`src/rtl/lwb_pkg.sv`:
```
package lwb_pkg;

    typedef enum logic [2:0] {
        SQ_IDLE,
        SQ_WR,
        SQ_RD,
        SQ_BRSP,
        SQ_RRSP
    } sq_state_e;

    localparam logic [1:0] RESP_OKAY = 2'b00;

endpackage

```
`src/rtl/lwb_wr_hold.sv`:
```
module lwb_wr_hold #(
    parameter int ADDR_W = 8,
    parameter int DATA_W = 32
) (
    input  logic              clk,
    input  logic              rst,
    input  logic              awvalid,
    output logic              awready,
    input  logic [ADDR_W-1:0] awaddr,
    input  logic              wvalid,
    output logic              wready,
    input  logic [DATA_W-1:0] wdata,
    input  logic              busy,
    input  logic              consume,
    output logic              pair_ok,
    output logic              aw_held,
    output logic              w_held,
    output logic [ADDR_W-1:0] addr_q,
    output logic [DATA_W-1:0] data_q
);

    typedef struct packed {
        logic              aw_held;
        logic              w_held;
        logic [ADDR_W-1:0] addr;
        logic [DATA_W-1:0] data;
    } wh_t;

    wh_t st_d, st_q;

    assign awready = !st_q.aw_held && !busy;
    assign wready  = !st_q.w_held && !busy;
    assign pair_ok = st_q.aw_held && st_q.w_held;
    assign aw_held = st_q.aw_held;
    assign w_held  = st_q.w_held;
    assign addr_q  = st_q.addr;
    assign data_q  = st_q.data;

    always_comb begin
        st_d = st_q;
        if (awvalid && awready) begin
            st_d.aw_held = 1'b1;
            st_d.addr    = awaddr;
        end
        if (wvalid && wready) begin
            st_d.w_held = 1'b1;
            st_d.data   = wdata;
        end
        if (consume) begin
            st_d.aw_held = 1'b0;
            st_d.w_held  = 1'b0;
        end
    end

    always_ff @(posedge clk) begin
        if (rst) begin
            st_q <= '0;
        end else begin
            st_q <= st_d;
        end
    end

    // a held address beat stays put and blocks further acceptance
    assert_aw_hold_R2: assert property (@(posedge clk) disable iff (rst)
        (aw_held && !consume) |=> (aw_held && $stable(addr_q) && !awready));
    assert_w_hold_R2: assert property (@(posedge clk) disable iff (rst)
        (w_held && !consume) |=> (w_held && $stable(data_q) && !wready));

endmodule

```
`src/rtl/lwb_rd_hold.sv`:
```
module lwb_rd_hold #(
    parameter int ADDR_W = 8
) (
    input  logic              clk,
    input  logic              rst,
    input  logic              arvalid,
    output logic              arready,
    input  logic [ADDR_W-1:0] araddr,
    input  logic              busy,
    input  logic              consume,
    output logic              ar_held,
    output logic [ADDR_W-1:0] addr_q
);

    typedef struct packed {
        logic              held;
        logic [ADDR_W-1:0] addr;
    } rh_t;

    rh_t st_d, st_q;

    assign arready = !st_q.held && !busy;
    assign ar_held = st_q.held;
    assign addr_q  = st_q.addr;

    always_comb begin
        st_d = st_q;
        if (arvalid && arready) begin
            st_d.held = 1'b1;
            st_d.addr = araddr;
        end
        if (consume) begin
            st_d.held = 1'b0;
        end
    end

    always_ff @(posedge clk) begin
        if (rst) begin
            st_q <= '0;
        end else begin
            st_q <= st_d;
        end
    end

    // a held read address is not overwritten by a second one
    assert_ar_hold_R10: assert property (@(posedge clk) disable iff (rst)
        (ar_held && !consume) |=> (ar_held && $stable(addr_q) && !arready));

endmodule

```
`src/rtl/lwb_seq.sv`:
```
module lwb_seq
    import lwb_pkg::*;
#(
    parameter int ADDR_W = 8,
    parameter int DATA_W = 32
) (
    input  logic              clk,
    input  logic              rst,
    input  logic              pair_ok,
    input  logic              ar_held,
    input  logic [ADDR_W-1:0] wr_addr,
    input  logic [DATA_W-1:0] wr_data,
    input  logic [ADDR_W-1:0] rd_addr,
    output logic              busy,
    output logic              wr_consume,
    output logic              rd_consume,
    output logic [ADDR_W-1:0] wb_adr,
    input  logic [DATA_W-1:0] wb_dat_rd,
    output logic [DATA_W-1:0] wb_dat_wr,
    output logic              wb_we,
    output logic              wb_sel,
    output logic              wb_stb,
    input  logic              wb_ack,
    output logic              wb_cyc,
    output logic              bvalid,
    input  logic              bready,
    output logic [1:0]        bresp,
    output logic              rvalid,
    input  logic              rready,
    output logic [DATA_W-1:0] rdata,
    output logic [1:0]        rresp
);

    typedef struct packed {
        sq_state_e         st;
        logic [DATA_W-1:0] rdata;
    } sq_t;

    sq_t sq_d, sq_q;
    logic in_cycle;

    assign in_cycle   = (sq_q.st == SQ_WR) || (sq_q.st == SQ_RD);
    assign busy       = (sq_q.st != SQ_IDLE);
    assign wb_cyc     = in_cycle;
    assign wb_stb     = in_cycle;
    assign wb_sel     = in_cycle;
    assign wb_we      = (sq_q.st == SQ_WR);
    assign wb_adr     = (sq_q.st == SQ_WR) ? wr_addr : rd_addr;
    assign wb_dat_wr  = wr_data;
    assign wr_consume = (sq_q.st == SQ_WR) && wb_ack;
    assign rd_consume = (sq_q.st == SQ_RD) && wb_ack;
    assign bvalid     = (sq_q.st == SQ_BRSP);
    assign bresp      = RESP_OKAY;
    assign rvalid     = (sq_q.st == SQ_RRSP);
    assign rdata      = sq_q.rdata;
    assign rresp      = RESP_OKAY;

    always_comb begin
        sq_d = sq_q;
        unique case (sq_q.st)
            SQ_IDLE: begin
                if (pair_ok) begin
                    sq_d.st = SQ_WR;
                end else if (ar_held) begin
                    sq_d.st = SQ_RD;
                end
            end
            SQ_WR: begin
                if (wb_ack) sq_d.st = SQ_BRSP;
            end
            SQ_RD: begin
                if (wb_ack) begin
                    sq_d.st    = SQ_RRSP;
                    sq_d.rdata = wb_dat_rd;
                end
            end
            SQ_BRSP: begin
                if (bready) sq_d.st = SQ_IDLE;
            end
            SQ_RRSP: begin
                if (rready) sq_d.st = SQ_IDLE;
            end
            default: sq_d.st = SQ_IDLE;
        endcase
    end

    always_ff @(posedge clk) begin
        if (rst) begin
            sq_q <= '{st: SQ_IDLE, rdata: '0};
        end else begin
            sq_q <= sq_d;
        end
    end

    // the cycle ends right after the acknowledge edge
    assert_cyc_drop_R4: assert property (@(posedge clk) disable iff (rst)
        (wb_cyc && wb_ack) |=> !wb_cyc && !wb_stb && !wb_sel);
    // a cycle without acknowledge keeps its direction and address
    assert_cyc_hold_R3: assert property (@(posedge clk) disable iff (rst)
        (wb_cyc && !wb_ack) |=> (wb_cyc && $stable(wb_we) && $stable(wb_adr)));
    // write response is OKAY and waits for bready
    assert_bvalid_hold_R5: assert property (@(posedge clk) disable iff (rst)
        (bvalid && !bready) |=> (bvalid && bresp == 2'b00));
    assert_bvalid_clear_R5: assert property (@(posedge clk) disable iff (rst)
        (bvalid && bready) |=> !bvalid);
    // read data equals the value sampled at acknowledge
    assert_rdata_R7: assert property (@(posedge clk) disable iff (rst)
        (wb_cyc && !wb_we && wb_ack) |=> (rvalid && rresp == 2'b00 && rdata == $past(wb_dat_rd)));
    assert_rvalid_hold_R7: assert property (@(posedge clk) disable iff (rst)
        (rvalid && !rready) |=> (rvalid && $stable(rdata)));
    // strobe and byte select always accompany the cycle
    assert_sel_R8: assert property (@(posedge clk) disable iff (rst)
        wb_cyc |-> (wb_stb && wb_sel));
    // a complete write pair wins over a held read address
    assert_wr_first_R9: assert property (@(posedge clk) disable iff (rst)
        (!busy && pair_ok && ar_held) |=> (wb_cyc && wb_we));
    // no Wishbone cycle overlaps a pending response
    assert_single_R10: assert property (@(posedge clk) disable iff (rst)
        $countones({wb_cyc, bvalid, rvalid}) <= 1);

endmodule

```
`src/rtl/lite_wb_bridge.sv`:
```
module lite_wb_bridge #(
    parameter int ADDR_W = 8,
    parameter int DATA_W = 32
) (
    input  logic                clk,
    input  logic                rst,
    input  logic                s_awvalid,
    output logic                s_awready,
    input  logic [ADDR_W-1:0]   s_awaddr,
    input  logic [2:0]          s_awprot,
    input  logic                s_wvalid,
    output logic                s_wready,
    input  logic [DATA_W-1:0]   s_wdata,
    input  logic [DATA_W/8-1:0] s_wstrb,
    output logic                s_bvalid,
    input  logic                s_bready,
    output logic [1:0]          s_bresp,
    input  logic                s_arvalid,
    output logic                s_arready,
    input  logic [ADDR_W-1:0]   s_araddr,
    input  logic [2:0]          s_arprot,
    output logic                s_rvalid,
    input  logic                s_rready,
    output logic [DATA_W-1:0]   s_rdata,
    output logic [1:0]          s_rresp,
    output logic [ADDR_W-1:0]   wb_adr,
    input  logic [DATA_W-1:0]   wb_dat_rd,
    output logic [DATA_W-1:0]   wb_dat_wr,
    output logic                wb_we,
    output logic                wb_sel,
    output logic                wb_stb,
    input  logic                wb_ack,
    output logic                wb_cyc
);

    logic              busy;
    logic              wr_consume;
    logic              rd_consume;
    logic              pair_ok;
    logic              aw_held;
    logic              w_held;
    logic              ar_held;
    logic [ADDR_W-1:0] wr_addr;
    logic [DATA_W-1:0] wr_data;
    logic [ADDR_W-1:0] rd_addr;
    logic              unused_sideband;

    // sideband fields are accepted and have no effect
    assign unused_sideband = ^{s_awprot, s_arprot, s_wstrb};

    lwb_wr_hold #(.ADDR_W(ADDR_W), .DATA_W(DATA_W)) u_wr_hold (
        .clk     (clk),
        .rst     (rst),
        .awvalid (s_awvalid),
        .awready (s_awready),
        .awaddr  (s_awaddr),
        .wvalid  (s_wvalid),
        .wready  (s_wready),
        .wdata   (s_wdata),
        .busy    (busy),
        .consume (wr_consume),
        .pair_ok (pair_ok),
        .aw_held (aw_held),
        .w_held  (w_held),
        .addr_q  (wr_addr),
        .data_q  (wr_data)
    );

    lwb_rd_hold #(.ADDR_W(ADDR_W)) u_rd_hold (
        .clk     (clk),
        .rst     (rst),
        .arvalid (s_arvalid),
        .arready (s_arready),
        .araddr  (s_araddr),
        .busy    (busy),
        .consume (rd_consume),
        .ar_held (ar_held),
        .addr_q  (rd_addr)
    );

    lwb_seq #(.ADDR_W(ADDR_W), .DATA_W(DATA_W)) u_seq (
        .clk        (clk),
        .rst        (rst),
        .pair_ok    (pair_ok),
        .ar_held    (ar_held),
        .wr_addr    (wr_addr),
        .wr_data    (wr_data),
        .rd_addr    (rd_addr),
        .busy       (busy),
        .wr_consume (wr_consume),
        .rd_consume (rd_consume),
        .wb_adr     (wb_adr),
        .wb_dat_rd  (wb_dat_rd),
        .wb_dat_wr  (wb_dat_wr),
        .wb_we      (wb_we),
        .wb_sel     (wb_sel),
        .wb_stb     (wb_stb),
        .wb_ack     (wb_ack),
        .wb_cyc     (wb_cyc),
        .bvalid     (s_bvalid),
        .bready     (s_bready),
        .bresp      (s_bresp),
        .rvalid     (s_rvalid),
        .rready     (s_rready),
        .rdata      (s_rdata),
        .rresp      (s_rresp)
    );

    // no Wishbone cycle starts from a single write beat
    assert_half_pair_R2: assert property (@(posedge clk) disable iff (rst)
        (!busy && (aw_held != w_held) && !ar_held) |=> !wb_cyc);
    // all address/data ready outputs are low while busy
    assert_ready_busy_R10: assert property (@(posedge clk) disable iff (rst)
        busy |-> !(s_awready || s_wready || s_arready));

endmodule

```
`config.mk`:
```
export PLATFORM = sky130hd
export DESIGN_NAME = lite_wb_bridge
export DESIGN_NICKNAME = d
export VERILOG_FILES = /design/src/rtl/lwb_pkg.sv /design/src/rtl/lwb_wr_hold.sv /design/src/rtl/lwb_rd_hold.sv /design/src/rtl/lwb_seq.sv /design/src/rtl/lite_wb_bridge.sv
export SDC_FILE = /design/constraint.sdc
export NUM_CORES = 1
export LEC_CHECK = 0
export BUFFER_PORTS_ARGS = -buffer_cell sky130_fd_sc_hd__clkbuf_2
export CAP_MARGIN = 20
export CORE_MARGIN = 8
export CORE_UTILIZATION = 40
export DETAILED_ROUTE_END_ITERATION = 16
export HOLD_SLACK_MARGIN = 0.1
export PLACE_DENSITY = 0.78
export SLEW_MARGIN = 20
export SYNTH_ARGS = -nofsm -noshare
export SYNTH_HDL_FRONTEND = slang
export SYNTH_SLANG_ARGS = --single-unit
```
`constraint.sdc`:
```
create_clock -name clk -period 2.4 [get_ports clk]
set_input_delay 0.24 -clock clk [delete_from_list [all_inputs] [get_ports clk]]
set_output_delay 0.24 -clock clk [all_outputs]
set_load 0.03 [all_outputs]
```
==> results of run 1 <==
==> power breakdown <==
group          internal, mW  leakage, nW  total, mW  switching, mW
Sequential             1.69        0.701       1.87          0.175
Clock                 0.685        0.115       1.18          0.494
Combinational         0.622         1.27       1.97           1.35
==> worst min-delay path by stage <==
stage	from	endpoint	slack, ps	cells past startpoint
after floorplan	wb_ack	u_wr_hold.w_held	340	1
after detailed placement	u_rd_hold.addr_q[1]	u_rd_hold.addr_q[1]	450	2
after global placement	u_seq.rdata[0]	u_seq.rdata[0]	440	2
after CTS	wb_dat_rd[28]	u_seq.rdata[28]	100	3
final	wb_dat_rd[11]	u_seq.rdata[11]	120	3
after global routing	wb_dat_rd[4]	u_seq.rdata[4]	100	3
==> kinds of logic after synthesis <==
group | count (synthesis)
other | 1
XOR/XNOR | 1
flip-flops | 86
AO/OA/AOI/OAI | 91
buffers and inverters | 70
AND/OR/NAND/NOR | 186
multiplexers | 8
==> Yosys cell counts (2+ instances only) <==
| cell type | count |
|---|---|
| sky130_fd_sc_hd__nor2_1 | 4 |
| sky130_fd_sc_hd__buf_2 | 3 |
| sky130_fd_sc_hd__mux2_2 | 8 |
| sky130_fd_sc_hd__buf_6 | 7 |
| sky130_fd_sc_hd__nand2_1 | 150 |
| sky130_fd_sc_hd__nand2_2 | 2 |
| sky130_fd_sc_hd__nand3_1 | 16 |
| sky130_fd_sc_hd__a221oi_1 | 2 |
| sky130_fd_sc_hd__dfxtp_1 | 86 |
| sky130_fd_sc_hd__buf_4 | 41 |
| sky130_fd_sc_hd__a211oi_1 | 2 |
| sky130_fd_sc_hd__nor3_1 | 3 |
| sky130_fd_sc_hd__clkbuf_1 | 17 |
| sky130_fd_sc_hd__a21oi_1 | 84 |
==> tightest hold or removal path: stages <==
cell                       delay (ps)
sky130_fd_sc_hd__clkbuf_2          80
sky130_fd_sc_hd__nand2_1           50
sky130_fd_sc_hd__a21oi_1           50
==> routing by layer <==
metal | global-route usage | up-vias | wire [um]
met5 | 0 | - | 0
met4 | 0.05045 | 0 | 218
met3 | 0.06169 | 20 | 737
met2 | 0.2544 | 137 | 4693
met1 | 0.1815 | 1510 | 4180
li1 | - | 1702 | -
==> registers in the layout, summed over array words and instances (netlist names) <==
register           flops
u_seq.sq_q             3
u_wr_hold.addr_q       8
u_seq.rdata           32
u_rd_hold.addr_q       8
u_wr_hold.w_held       1
u_wr_hold.aw_held      1
u_rd_hold.ar_held      1
u_wr_hold.data_q      32
==> final cells by class <==
type / count / area (sq um)
repair buffers: 201 / 1174
fillers: 825 / 4044
well taps: 108 / 135.1
inverters: 2 / 7.507
flip-flops and latches: 86 / 1722
multi-input cells: 290 / 1404
clock inverters: 6 / 111.4
clock buffers: 9 / 123.9
==> through the flow <==
stage                     instance area (sq um)  instances
final                                      4677        702
after global routing                       4677        702
after CTS                                  4677        702
after detailed placement                   4202        663
after global placement                     4202        663
after floorplan                            3592        446
==> what timing repair did <==
action,in CTS,in global routing
resized for setup,0,0
hold buffers,24,0
hold endpoints to repair,24,0
==> impl_metrics.yaml, run 1 <==
layout:
  final_core_util: 0.5363
  num_antenna_cells: 0
  most_common_cell_after_layout_fill_and_taps_aside: "sky130_fd_sc_hd__clkbuf_2"
  layout-drive-gt1-share: 0.3519
  layout.cells.most_common_list: "sky130_fd_sc_hd__clkbuf_2, sky130_fd_sc_hd__nand2_1, sky130_fd_sc_hd__dfxtp_1"
  final_net_count: 688
  flow.area_growth_from_synthesis_pct: 30.61
synthesis:
  post_synth_mux_area_share: 0.02516
  synth_compound_gate_area_share: 0.1324
  post_synth_edffs: 0
  synth_top_family_by_area: "simple AND/OR/NAND/NOR gates"
  synthXorXnorAreaFrac: 0.002446
  postSynthRegisterBits: 86
  post_synth.cell_area_avg_sq_um: 8.083
  dominantRegCellSynth: "sky130_fd_sc_hd__dfxtp_1"
  post_synth_num_cell_types: 32
  post-synth-top-area-fraction: 0.4808
  synth_fa_ha_area_frac: 0
  netlist_instances: 443
  ys.warnings.count: 0
  async_reset_ff_frac: 0
  synth.cell_area_sq_um: 3581
  synth.yosys.seq_area_share: 0.4808
  synth.largest_area_cell: "sky130_fd_sc_hd__dfxtp_1"
  yosys.area_share.simple: 0.2261
  synth.top_cells.by_area: "sky130_fd_sc_hd__dfxtp_1, sky130_fd_sc_hd__nand2_1, sky130_fd_sc_hd__a21oi_1"
timing:
  timing.hold.ws_ps: 115.8
  report.final.setup_viol: 0
  final-hold-violation-count: 0
  min_period_ps: 2090
  grt_setup_unrepaired: "no"
  tns_ps: 0
  maxClockFrequency_mhz: 478.5
  slew_headroom: 0.3832
  report.final.slew_viol_count: 0
  worst_clock_skew_ps: 8.536
  finalCritPeriodShare: 0.8708
  worst_slack_ps: 310.1
  worst-slew-pin-transition_ps: 925.2
setup_path:
  critPathBufInv: 2
  critPathTopFamily: "flip-flops"
  worst-endpoint-required_ps: 2160
  crit_arrival_ps: 1850
  endpoint_kind: "output port"
  crit_path_max_incr_delay_ps: 490
  crit_start: "u_seq.sq_q[34]"
  path_max_fanout: 13
  critical_path_cell_count: 4
  reg2reg_slack_ps: 410
  reg2reg_from: "u_seq.sq_q[33]"
  rr_endpoint: "u_seq.rdata[21]"
  worst-setup-path-type: "reg -> out"
  critical_path.cell_chain: "nor3_2 > buf_4 > mux2_2 > clkbuf_2"
  timing.critical_path.from_type: "flop"
  r2r_cells: 5
  worst_path_max_delay_cell: "sky130_fd_sc_hd__dfxtp_1"
  critical_path_capture_point: "wb_adr[1]"
clock_tree:
  cts_setup_buffers: 0
  clock-sinks: 86
  bufs_on_longest_clock_path: 2
  clock_tree.htree_level_count: 3
  path_clk_slew_ps: 80
  number_of_buffers_inserted_during_clock_tree_synthesis: 9
  cts.root.buffer_cell: "sky130_fd_sc_hd__clkbuf_8"
  tritoncts: "done"
  clk_latency_ps: 350
global_route:
  grt_first_pass_wirelength_mm: 16.14
  largest_net_degree_at_the_start_of_global_routing: 46
  grt_pass1_vias: 3378
  groute.usage.overall: 0.1556
  grt_antenna_before_repair: 0
  grt.overflow.total: 0
drt:
  router_iterations_before_antenna_repair: 6
  detailed_route_wl_mm: 9.829
  remaining_drc_errors: 0
  detail-route-antenna-nets: 0
  num_vias: 3369
  routed_via_density: 4.799
  post_drt_wl_per_cell_um: 14.00
  drt_iter0_markers: 155
outcome:
  status: "complete, no violations"
floorplanning:
  io_pins: 183
  initial_utilization: 0.4106
  chipWidth_um: 110.6
  full_die_area_sq_um: 12240
  core.rowCount: 34
  core_area_sq_um: 8721
  die_height_um: 110.6
placement:
  gp_congestion: 0.7692
  io_buffers: 168
  place_hpwl_mm: 7.228
  worst_setup_slack_post_dpl_ps: 405.8
power:
  total_power_after_layout_mw: 5.018
  peakVddDrop_uv: 510.3
  power-per-cell-area_nw_per_um2: 1073
  power.static_leakage_nw: 2.089
job:
  max_cap_viol_count: 0
worst_hold_path:
  hold_path.class: "in -> reg"
No activity file was read; power rests on OpenSTA's default activity.
==> inputs of run 2 (changes only) <==
- CELL_PAD_IN_SITES_DETAIL_PLACEMENT: default -> 0
- CELL_PAD_IN_SITES_GLOBAL_PLACEMENT: default -> 1
- CORE_UTILIZATION: 40 -> 34
- PLACE_DENSITY: 0.78 -> 0.91
==> run 2 against run 1 <==
Combinational power about the same. Maximum frequency grew 1.1%. First-iteration DRC count shrank 14%. Clock power shrank 19%. Setup slack better by 23 ps.
==> impl_metrics.yaml, run 2 (synthesis gave the netlist of run 1 again) <==
drt:
  remaining_drc_errors: 0
  router_iterations_before_antenna_repair: 4
  post_drt_wl_per_cell_um: 13.68
  routed_via_density: 4.592
  drt_iter0_markers: 133
  detailed_route_wl_mm: 9.988
  detail-route-antenna-nets: 0
  num_vias: 3352
layout:
  most_common_cell_after_layout_fill_and_taps_aside: "sky130_fd_sc_hd__clkbuf_2"
  final_net_count: 688
  area_occupied_by_multi_input_gates_sq_um: 1404
  flow.area_growth_from_synthesis_pct: 29.35
  layout.cells.most_common_list: "sky130_fd_sc_hd__clkbuf_2, sky130_fd_sc_hd__nand2_1, sky130_fd_sc_hd__dfxtp_1"
  n_fill_cell: 1051
  area.sequential_sq_um: 1722
  layout-drive-gt1-share: 0.3491
clock_tree:
  clock-sinks: 86
  cts.root.buffer_cell: "sky130_fd_sc_hd__clkbuf_8"
  clk_latency_ps: 340
  tritoncts: "done"
  path_clk_slew_ps: 80
  bufs_on_longest_clock_path: 2
  number_of_buffers_inserted_during_clock_tree_synthesis: 9
  cts_setup_buffers: 0
  clock_tree.htree_level_count: 3
floorplanning:
  full_die_area_sq_um: 14070
  initial_utilization: 0.3484
  core.rowCount: 37
  chipWidth_um: 118.6
  io_pins: 183
  die_height_um: 118.6
  core_area_sq_um: 10280
global_route:
  largest_net_degree_at_the_start_of_global_routing: 44
  groute.usage.overall: 0.1409
  grt_pass1_vias: 3458
  grt_antenna_before_repair: 1
  grt.overflow.total: 0
  grt_first_pass_wirelength_mm: 16.64
setup_path:
  worst_path_max_delay_cell: "sky130_fd_sc_hd__dfxtp_1"
  worst-setup-path-type: "reg -> out"
  timing.critical_path.from_type: "flop"
  worst-endpoint-required_ps: 2160
  crit_arrival_ps: 1830
  critical_path.cell_chain: "nor3_2 > buf_4 > mux2_2 > clkbuf_2"
  path_max_fanout: 13
  crit_path_max_incr_delay_ps: 490
  endpoint_kind: "output port"
power:
  power.static_leakage_nw: 2.046
  total_power_after_layout_mw: 4.765
  peakVddDrop_uv: 413.9
  power-per-cell-area_nw_per_um2: 1029
timing:
  tns_ps: 0
  min_period_ps: 2067
  slew_headroom: 0.5904
  maxClockFrequency_mhz: 483.7
  report.final.slew_viol_count: 0
  worst_clock_skew_ps: 9.439
  final-hold-violation-count: 0
  finalCritPeriodShare: 0.8614
  grt_setup_unrepaired: "no"
  worst-slew-pin-transition_ps: 609.8
  report.final.setup_viol: 0
placement:
  io_buffers: 168
  place_hpwl_mm: 7.310
  gp_congestion: 0.7768
worst_hold_path:
  hold_path.class: "in -> reg"
outcome:
  status: "complete, no violations"
job:
  max_cap_viol_count: 0
[run 2: cell count changes in the layout (fill, tap and decap cells not counted), sizes merged]
| cell | before | now |
|---|---|---|
| diode | 0 | 1 |
| clkinvlp | 1 | 2 |
| clkbuf | 177 | 178 |
| clkinv | 2 | 1 |
| bufinv | 3 | 1 |
[run 2: worst max-delay path, delay by kind of cell, from the launching register on]
family / cells / cell delay, ps
multiplexers: 1 / 360
AND/OR/NAND/NOR: 1 / 240
buffers and inverters: 2 / 410
flip-flops: 1 / 490
[run 2: repair_timing]
| action | CTS | global route |
|---|---|---|
| gates resized for setup | 0 | 0 |
| setup endpoints to repair | 0 | 0 |
| hold buffers | 21 | 3 |
| endpoints found under the hold margin | 21 | 3 |
[run 2: path summary, 6_finish.rpt]
kind / from / endpoint / slack [ps] / cells after the start
worst min-delay path: s_wdata[11] / u_wr_hold.data_q[11] / 120 / 3
worst max-delay path: u_seq.sq_q[34] / wb_adr[5] / 330 / 4
worst min register to register: u_rd_hold.addr_q[2] / u_rd_hold.addr_q[2] / 460 / 2
worst max register to register: u_seq.sq_q[33] / u_seq.rdata[31] / 560 / 5
[run 2: through the flow]
step / util / std cells / worst slack, ps / hold slack [ps] / cell area, sq um
4_1_cts: 0.4475 / 726 / 296.3 / 100.1 / 4599
3_5_place_dp: 0.4098 / 691 / 597.9 / 445.4 / 4212
3_3_place_gp: 0.4098 / 691 / 643.6 / 441.4 / 4212
5_1_grt: 0.4507 / 730 / 193.3 / 100.5 / 4632
6_report: 0.4507 / 730 / 332.7 / 119.7 / 4632
2_1_floorplan: - / 446 / 597.9 / 335.6 / 3592
[run 2: routing by layer]
metal,wire length [um],track usage,vias to the layer above
met5,0,0,-
met4,236,0.06166,0
met3,793,0.05426,19
met2,4593,0.2250,133
met1,4365,0.1649,1501
li1,-,-,1699
[run 2: final cells by class]
| cell class | instances | area share |
|---|---|---|
| clock inverters | 4 | 0.01080 |
| diodes | 1 | 0.0005402 |
| well taps | 136 | 0.03674 |
| flip-flops and latches | 86 | 0.3717 |
| inverters | 2 | 0.001621 |
| multi-input cells | 290 | 0.3031 |
| repair buffers | 201 | 0.2480 |
| clock buffers | 10 | 0.02755 |
[run 2: power breakdown]
group / switching (mW) / total (mW) / internal [mW]
Combinational: 1.33 / 1.94 / 0.610
Sequential: 0.175 / 1.87 / 1.69
Clock: 0.485 / 0.953 / 0.469
Total: 1.99 / 4.76 / 2.77
